[config.mk]
export PLATFORM = sky130hd
export DESIGN_NAME = brtrace_ser
export DESIGN_NICKNAME = d
export VERILOG_FILES = /design/src/rtl/brt_pkg.sv /design/src/rtl/brt_size_sel.sv /design/src/rtl/brt_pend.sv /design/src/rtl/brtrace_ser.sv
export SDC_FILE = /design/constraint.sdc
export NUM_CORES = 1
export LEC_CHECK = 0
export CORE_MARGIN = 1.5
export CORE_UTILIZATION = 32
export DETAILED_ROUTE_END_ITERATION = 7
export DONT_BUFFER_PORTS = 1
export GPL_ROUTABILITY_DRIVEN = 0
export SKIP_LAST_GASP = 1
export SLEW_MARGIN = 20
export SYNTH_ARGS = -nofsm -noshare
export SYNTH_HDL_FRONTEND = slang
export SYNTH_SLANG_ARGS = --single-unit
[constraint.sdc]
create_clock -name clk -period 6.4 [get_ports clk]
set_input_delay 0.64 -clock clk [delete_from_list [all_inputs] [get_ports clk]]
set_output_delay 0.64 -clock clk [all_outputs]
set_load 0.005 [all_outputs]
[src/rtl/brt_pkg.sv]
package brt_pkg;
  typedef enum logic [1:0] {ST_IDLE, ST_HDR, ST_DATA} st_e;

  localparam logic [3:0] IDLE_NIB = 4'b0011;
  localparam logic [1:0] HDR_TAG  = 2'b10;

  // index of the final nibble for each size code
  function automatic logic [3:0] last_idx(input logic [1:0] code);
    case (code)
      2'b00:   last_idx = 4'd0;
      2'b01:   last_idx = 4'd1;
      2'b10:   last_idx = 4'd3;
      default: last_idx = 4'd7;
    endcase
  endfunction
endpackage

[src/rtl/brt_size_sel.sv]
module brt_size_sel #(
  parameter int ADDR_W = 32
) (
  input  logic [ADDR_W-1:0] addr,
  input  logic [ADDR_W-1:0] ref_addr,
  input  logic              ref_ok,
  output logic [1:0]        code
);
  logic m4, m8, m16;

  always_comb begin
    m4  = ref_ok && (addr[ADDR_W-1:4]  == ref_addr[ADDR_W-1:4]);
    m8  = ref_ok && (addr[ADDR_W-1:8]  == ref_addr[ADDR_W-1:8]);
    m16 = ref_ok && (addr[ADDR_W-1:16] == ref_addr[ADDR_W-1:16]);
    // narrowest match wins
    if (m4)       code = 2'b00;
    else if (m8)  code = 2'b01;
    else if (m16) code = 2'b10;
    else          code = 2'b11;
  end
endmodule

[src/rtl/brt_pend.sv]
module brt_pend #(
  parameter int ADDR_W = 32
) (
  input  logic              clk,
  input  logic              rst_n,
  input  logic              push,
  input  logic [ADDR_W-1:0] push_addr,
  input  logic              pop,
  input  logic              clr,
  output logic              full,
  output logic [ADDR_W-1:0] addr,
  output logic              ovf
);
  logic              full_d, ovf_d, drop, take;
  logic [ADDR_W-1:0] addr_d;

  always_comb begin
    drop   = push && full && !pop;
    take   = push && (!full || pop);
    full_d = push || (full && !pop);
    addr_d = take ? push_addr : addr;
    ovf_d  = drop ? 1'b1 : (clr ? 1'b0 : ovf);
  end

  always_ff @(posedge clk or negedge rst_n) begin
    if (!rst_n) begin
      full <= 1'b0;
      ovf  <= 1'b0;
      addr <= '0;
    end else begin
      full <= full_d;
      ovf  <= ovf_d;
      if (take) addr <= addr_d;
    end
  end

  p_drop_sets_r10: assert property (@(posedge clk) disable iff (!rst_n)
    (push && full && !pop) |=> ovf);
  p_ovf_sticky_r10: assert property (@(posedge clk) disable iff (!rst_n)
    (ovf && !clr) |=> ovf);
endmodule

[src/rtl/brtrace_ser.sv]
module brtrace_ser
  import brt_pkg::*;
#(
  parameter int ADDR_W = 32
) (
  input  logic              clk,
  input  logic              rst_n,
  input  logic              br_valid,
  input  logic [ADDR_W-1:0] br_addr,
  input  logic              ovf_clr,
  output logic [3:0]        trc_data,
  output logic              trc_sync,
  output logic              trc_clk_en,
  output logic              ovf_flag
);
  localparam int NIB_W = 4;
  localparam int NIBS  = ADDR_W / NIB_W;
  localparam int IDX_W = $clog2(NIBS);

  st_e               st_q, st_d;
  logic [ADDR_W-1:0] cur_q, cur_d, ref_q, ref_d, launch_addr, cmp_ref;
  logic [1:0]        code_q, code_d, sel_code;
  logic [IDX_W-1:0]  idx_q, idx_d;
  logic              refok_q, refok_d, cmp_ok;
  logic              last_nib, launch, direct, pend_push, pend_pop;
  logic              pend_full;
  logic [ADDR_W-1:0] pend_addr;

  always_comb begin
    last_nib    = (st_q == ST_DATA) && (idx_q == IDX_W'(last_idx(code_q)));
    launch      = ((st_q == ST_IDLE) && br_valid) || (last_nib && (pend_full || br_valid));
    direct      = launch && !pend_full;
    launch_addr = pend_full ? pend_addr : br_addr;
    pend_pop    = last_nib && pend_full;
    pend_push   = br_valid && !direct;
    cmp_ref     = last_nib ? cur_q : ref_q;
    cmp_ok      = last_nib || refok_q;
  end

  brt_size_sel #(.ADDR_W(ADDR_W)) u_sel (
    .addr(launch_addr), .ref_addr(cmp_ref), .ref_ok(cmp_ok), .code(sel_code)
  );

  brt_pend #(.ADDR_W(ADDR_W)) u_pend (
    .clk(clk), .rst_n(rst_n), .push(pend_push), .push_addr(br_addr),
    .pop(pend_pop), .clr(ovf_clr), .full(pend_full), .addr(pend_addr),
    .ovf(ovf_flag)
  );

  // next state
  always_comb begin
    st_d    = st_q;
    cur_d   = cur_q;
    code_d  = code_q;
    idx_d   = idx_q;
    ref_d   = ref_q;
    refok_d = refok_q;
    if (last_nib) begin
      ref_d   = cur_q;
      refok_d = 1'b1;
    end
    if (launch) begin
      st_d   = ST_HDR;
      cur_d  = launch_addr;
      code_d = sel_code;
    end else begin
      case (st_q)
        ST_HDR:  begin st_d = ST_DATA; idx_d = '0; end
        ST_DATA: begin
          if (last_nib) st_d = ST_IDLE;
          else          idx_d = idx_q + 1'b1;
        end
        default: st_d = ST_IDLE;
      endcase
    end
  end

  always_ff @(posedge clk or negedge rst_n) begin
    if (!rst_n) begin
      st_q    <= ST_IDLE;
      cur_q   <= '0;
      code_q  <= 2'b11;
      idx_q   <= '0;
      ref_q   <= '0;
      refok_q <= 1'b0;
    end else begin
      st_q    <= st_d;
      cur_q   <= cur_d;
      code_q  <= code_d;
      idx_q   <= idx_d;
      ref_q   <= ref_d;
      refok_q <= refok_d;
    end
  end

  // output mux
  always_comb begin
    case (st_q)
      ST_HDR:  trc_data = {HDR_TAG, code_q};
      ST_DATA: trc_data = cur_q[idx_q*NIB_W +: NIB_W];
      default: trc_data = IDLE_NIB;
    endcase
    trc_sync   = (st_q != ST_DATA);
    trc_clk_en = (st_q != ST_IDLE);
  end

  // checker state: length of each sync-low run and the code that announced it
  logic [IDX_W:0] low_run_q;
  logic [1:0]     hdr_code_q;
  always_ff @(posedge clk or negedge rst_n) begin
    if (!rst_n) begin
      low_run_q  <= '0;
      hdr_code_q <= 2'b11;
    end else begin
      low_run_q <= trc_sync ? '0 : low_run_q + 1'b1;
      if (trc_sync && trc_clk_en) hdr_code_q <= trc_data[1:0];
    end
  end

  p_hdr_first_r2: assert property (@(posedge clk) disable iff (!rst_n)
    $fell(trc_sync) |-> ($past(trc_data[3:2]) == HDR_TAG) && $past(trc_clk_en));
  p_first_full_r6: assert property (@(posedge clk) disable iff (!rst_n)
    (st_q == ST_HDR && !refok_q) |-> trc_data[1:0] == 2'b11);
  p_run_len_r7: assert property (@(posedge clk) disable iff (!rst_n)
    $rose(trc_sync) |-> low_run_q == (IDX_W+1)'(last_idx(hdr_code_q)) + 1'b1);
  p_ref_update_r8: assert property (@(posedge clk) disable iff (!rst_n)
    last_nib |=> (ref_q == $past(cur_q)) && refok_q);
  p_gapless_r9: assert property (@(posedge clk) disable iff (!rst_n)
    (last_nib && pend_full) |=> st_q == ST_HDR);
endmodule

==> results.py <==
metrics = {
    "run_status": {
        "status": "complete, no violations",
    },
    "timing": {
        "slew-limit-headroom_pct": 44.7,
        "finalHoldViolCount": 0,
        "setup_viol": 0,
        "rsz0062_at_grt": "no",
        "clock_skew_ps": 11.5,
        "fmax_ghz": 0.235,
        "drv_slew": 0,
        "setup-tns-final_ps": 0,
        "period_minus_slack_ps": 4260,
        "worst_pin_slew_ps": 829,
        "min_period_over_period_pct": 66.5,
        "worst_slack_ps": 2140,
    },
    "worst_setup_path": {
        "r2r-end": "u_pend.addr[16]",
        "required_ps": 6640,
        "worst_path_max_delay_cell": "or2_1",
        "startpoint_type": "flip-flop",
        "r2r_setup_slack_ps": 2140,
        "r2r_cells": 10,
        "crit_buf_inv": 2,
        "critical_path_class": "flip-flop to flip-flop",
        "cp_top_family": "simple AND/OR/NAND/NOR gates",
        "cp_max_fo": 18,
        "crit_top_cell": "mux2_2",
        "path_cells": "inv_1 > ha_1 > or4b_4 > a211oi_2 > or2_1 > nor2_1 > mux2_2 > nand2_1 > buf_4 > mux2_2",
        "cp.arrival_ps": 4490,
        "worstSetupStartpoint": "st_q[0]",
        "r2r_start": "st_q[0]",
        "end_kind": "flip-flop",
        "slowest_delay_ps": 690,
    },
    "synth": {
        "synthFlopType": "dfrtp_1",
        "synth_cell_types": 34,
        "avgSynthCellArea_um2": 11.9,
        "syn_area_um2": 4880,
        "synth_edf_count": 0,
        "yosys_warnings": 0,
        "ys_ff_latch": 102,
        "async_reset_ff_share_pct": 100,
        "seq_area_frac_synth_pct": 52.3,
        "syn-num-nets": 450,
        "syn_inst": 410,
    },
    "floorplanning": {
        "fp.coreArea_um2": 14700,
        "rows": 44,
        "dieArea_um2": 16000,
        "initial_utilization_pct": 33.2,
        "die_w_um": 127,
        "io_pins": 43,
        "die_h_um": 127,
    },
    "clocking": {
        "clkLatencyLatePin_ps": 350,
        "root_buffer": "clkbuf_16",
        "clk_pin_slew_ps": 70,
        "cts_buffers": 9,
        "htreeDepth": 3,
        "ctsLongestPathBuffers": 2,
        "cts.repair.resized": 0,
        "cts_tree": "yes",
        "clock_sinks": 102,
    },
    "worst_hold_path": {
        "hp-class": "input port to asynchronous set/reset pin",
    },
    "routing": {
        "drt_iter0_markers": 112,
        "top_layer": "met4",
        "drc": 0,
        "route.met3.wl_um": 610,
        "drt-met1-wl_um": 4530,
        "wl_per_cell_um": 16.9,
        "routed_wl_um": 9980,
        "drt.antenna.violating_nets": 0,
        "vias": 2936,
        "firstDrtPassIters": 4,
        "wl_met2_um": 4710,
        "post_drt_via_cell_ratio": 4.96,
    },
    "power": {
        "finalPower_mw": 2.32,
        "p_leak_nw": 2.69,
        "ir_worst_vdd_v": 0.000208,
        "powerDensity_nw_per_um2": 430,
    },
    "finish": {
        "regArea_um2": 2560,
        "area_growth_pct": 10.5,
        "antenna_cells": 0,
        "drive_above_1_share_pct": 19.9,
        "multi_input_area_um2": 2150,
        "nFillCells": 1429,
        "layout.nets": 443,
    },
    "global_route": {
        "antenna_found_initial": 0,
        "grt_pass1_wl_um": 16700,
        "grt_pass1_vias": 2975,
        "grt_max_degree": 101,
        "grt-ovfl-total": 0,
        "globalRouteTotalUtil_pct": 13.7,
    },
    "placed_design": {
        "dp_slack_ps": 2120,
        "io_buffers": 0,
        "post-dp-hpwl_um": 7100,
    },
    "flow_run": {
        "cap_violations": 0,
    },
}
## repair_timing
action / CTS / global route
hold endpoints to repair: 100 / 0
setup buffers: 0 / 0
hold buffers: 1 / 0
## cells in the final DEF (no fill, tap or decap), types with 2 or more instances in the layout
| cell | instances |
|---|---|
| a21oi_1 | 36 |
| buf_4 | 4 |
| bufinv_16 | 2 |
| clkbuf_1 | 2 |
| clkbuf_16 | 9 |
| dfrtp_1 | 99 |
| dfstp_2 | 2 |
| ha_1 | 4 |
| inv_1 | 21 |
| mux2_2 | 42 |
| mux2_4 | 3 |
| mux2i_1 | 52 |
| mux4_2 | 8 |
| nand2_1 | 14 |
| nand3_1 | 4 |
| nand4_1 | 6 |
| nor2_1 | 40 |
| nor4_1 | 2 |
| o211ai_1 | 3 |
| o21ai_0 | 6 |
| or3_1 | 2 |
| xnor2_1 | 26 |
| xor2_1 | 3 |
## per-stage QoR
stage | cell area [um2] | hold WS, ps | cells | util (%)
4_1_cts | 5390 | 111 | 592 | 36.7
2_1_floorplan | 4880 | 344 | 410 | -
3_3_place_gp | 5050 | 351 | 575 | 34.3
3_5_place_dp | 5050 | 351 | 575 | 34.3
5_1_grt | 5390 | 101 | 592 | 36.7
6_report | 5390 | 125 | 592 | 36.7
## final cells by class
| cell class | instances | share of cell area (%) |
|---|---|---|
| clock inverter | 5 | 1.58 |
| sequential | 102 | 47.4 |
| multi-input combinational | 264 | 39.9 |
| timing repair buffer | 5 | 1.07 |
| inverter | 21 | 1.46 |
| clock buffer | 11 | 4.32 |
| tap | 184 | 4.27 |
## cells by family after synthesis
family	share of synthesized area, %
multiplexers	25.0
flip-flops	52.3
AND/OR/NAND/NOR	7.28
AO/OA/AOI/OAI	5.38
buffers and inverters	3.79
XOR/XNOR	5.20
adder cells (fa/ha/maj)	1.03
## synth_stat cells (4+ instances only)
cell | instances | share of area, %
dfrtp_1 | 100 | 51
mux2i_1 | 52 | 11
mux2_2 | 42 | 9.7
nor2_1 | 42 | 3.2
a21oi_1 | 36 | 3.7
xnor2_1 | 26 | 4.7
inv_1 | 21 | 1.6
nand2_1 | 14 | 1.1
clkbuf_1 | 10 | 0.77
mux4_2 | 8 | 3.7
buf_1 | 7 | 0.54
nand4_1 | 6 | 0.77
o21ai_0 | 6 | 0.62
buf_2 | 4 | 0.41
ha_1 | 4 | 1.0
nand3_1 | 4 | 0.41
## worst register-to-register path, cell delays in order, from the launching register on
cell	delay [ps]
dfrtp_1	400
inv_1	110
ha_1	330
or4b_4	510
a211oi_2	270
or2_1	690
nor2_1	250
mux2_2	320
nand2_1	510
buf_4	380
mux2_2	370
## worst max path at each step
| stage | to | slack, ps | depth (start not counted) |
|---|---|---|---|
| 6_report | u_pend.addr[16] | 2140 | 10 |
| 5_1_grt | u_pend.addr[13] | 1900 | 10 |
| 4_1_cts | u_pend.addr[16] | 2090 | 10 |
| 3_5_place_dp | u_pend.addr[24] | 2120 | 10 |
| 3_3_place_gp | u_pend.addr[17] | 2250 | 10 |
| 2_1_floorplan | code_q[0] | 3220 | 12 |
## sequential cells by signal, summed over array words and instances (netlist names)
signal	cells
cur_q	32
u_pend.addr	32
u_pend.ovf	1
refok_q	1
u_pend.full	1
idx_q	3
st_q	2
ref_q	28
code_q	2
## per-layer routing
| layer | vias up | track usage, % |
|---|---|---|
| met5 | - | 0 |
| li1 | 1401 | - |
| met2 | 55 | 21.5 |
| met4 | 0 | 4.19 |
| met1 | 1472 | 18.1 |
| met3 | 8 | 4.56 |
## power by group
part	switching [mW]	total, mW	internal, mW
Clock	0.239	0.584	0.345
Sequential	0.176	1.04	0.867
Combinational	0.343	0.692	0.349
Note: power is estimated with default switching activity, not from simulation.
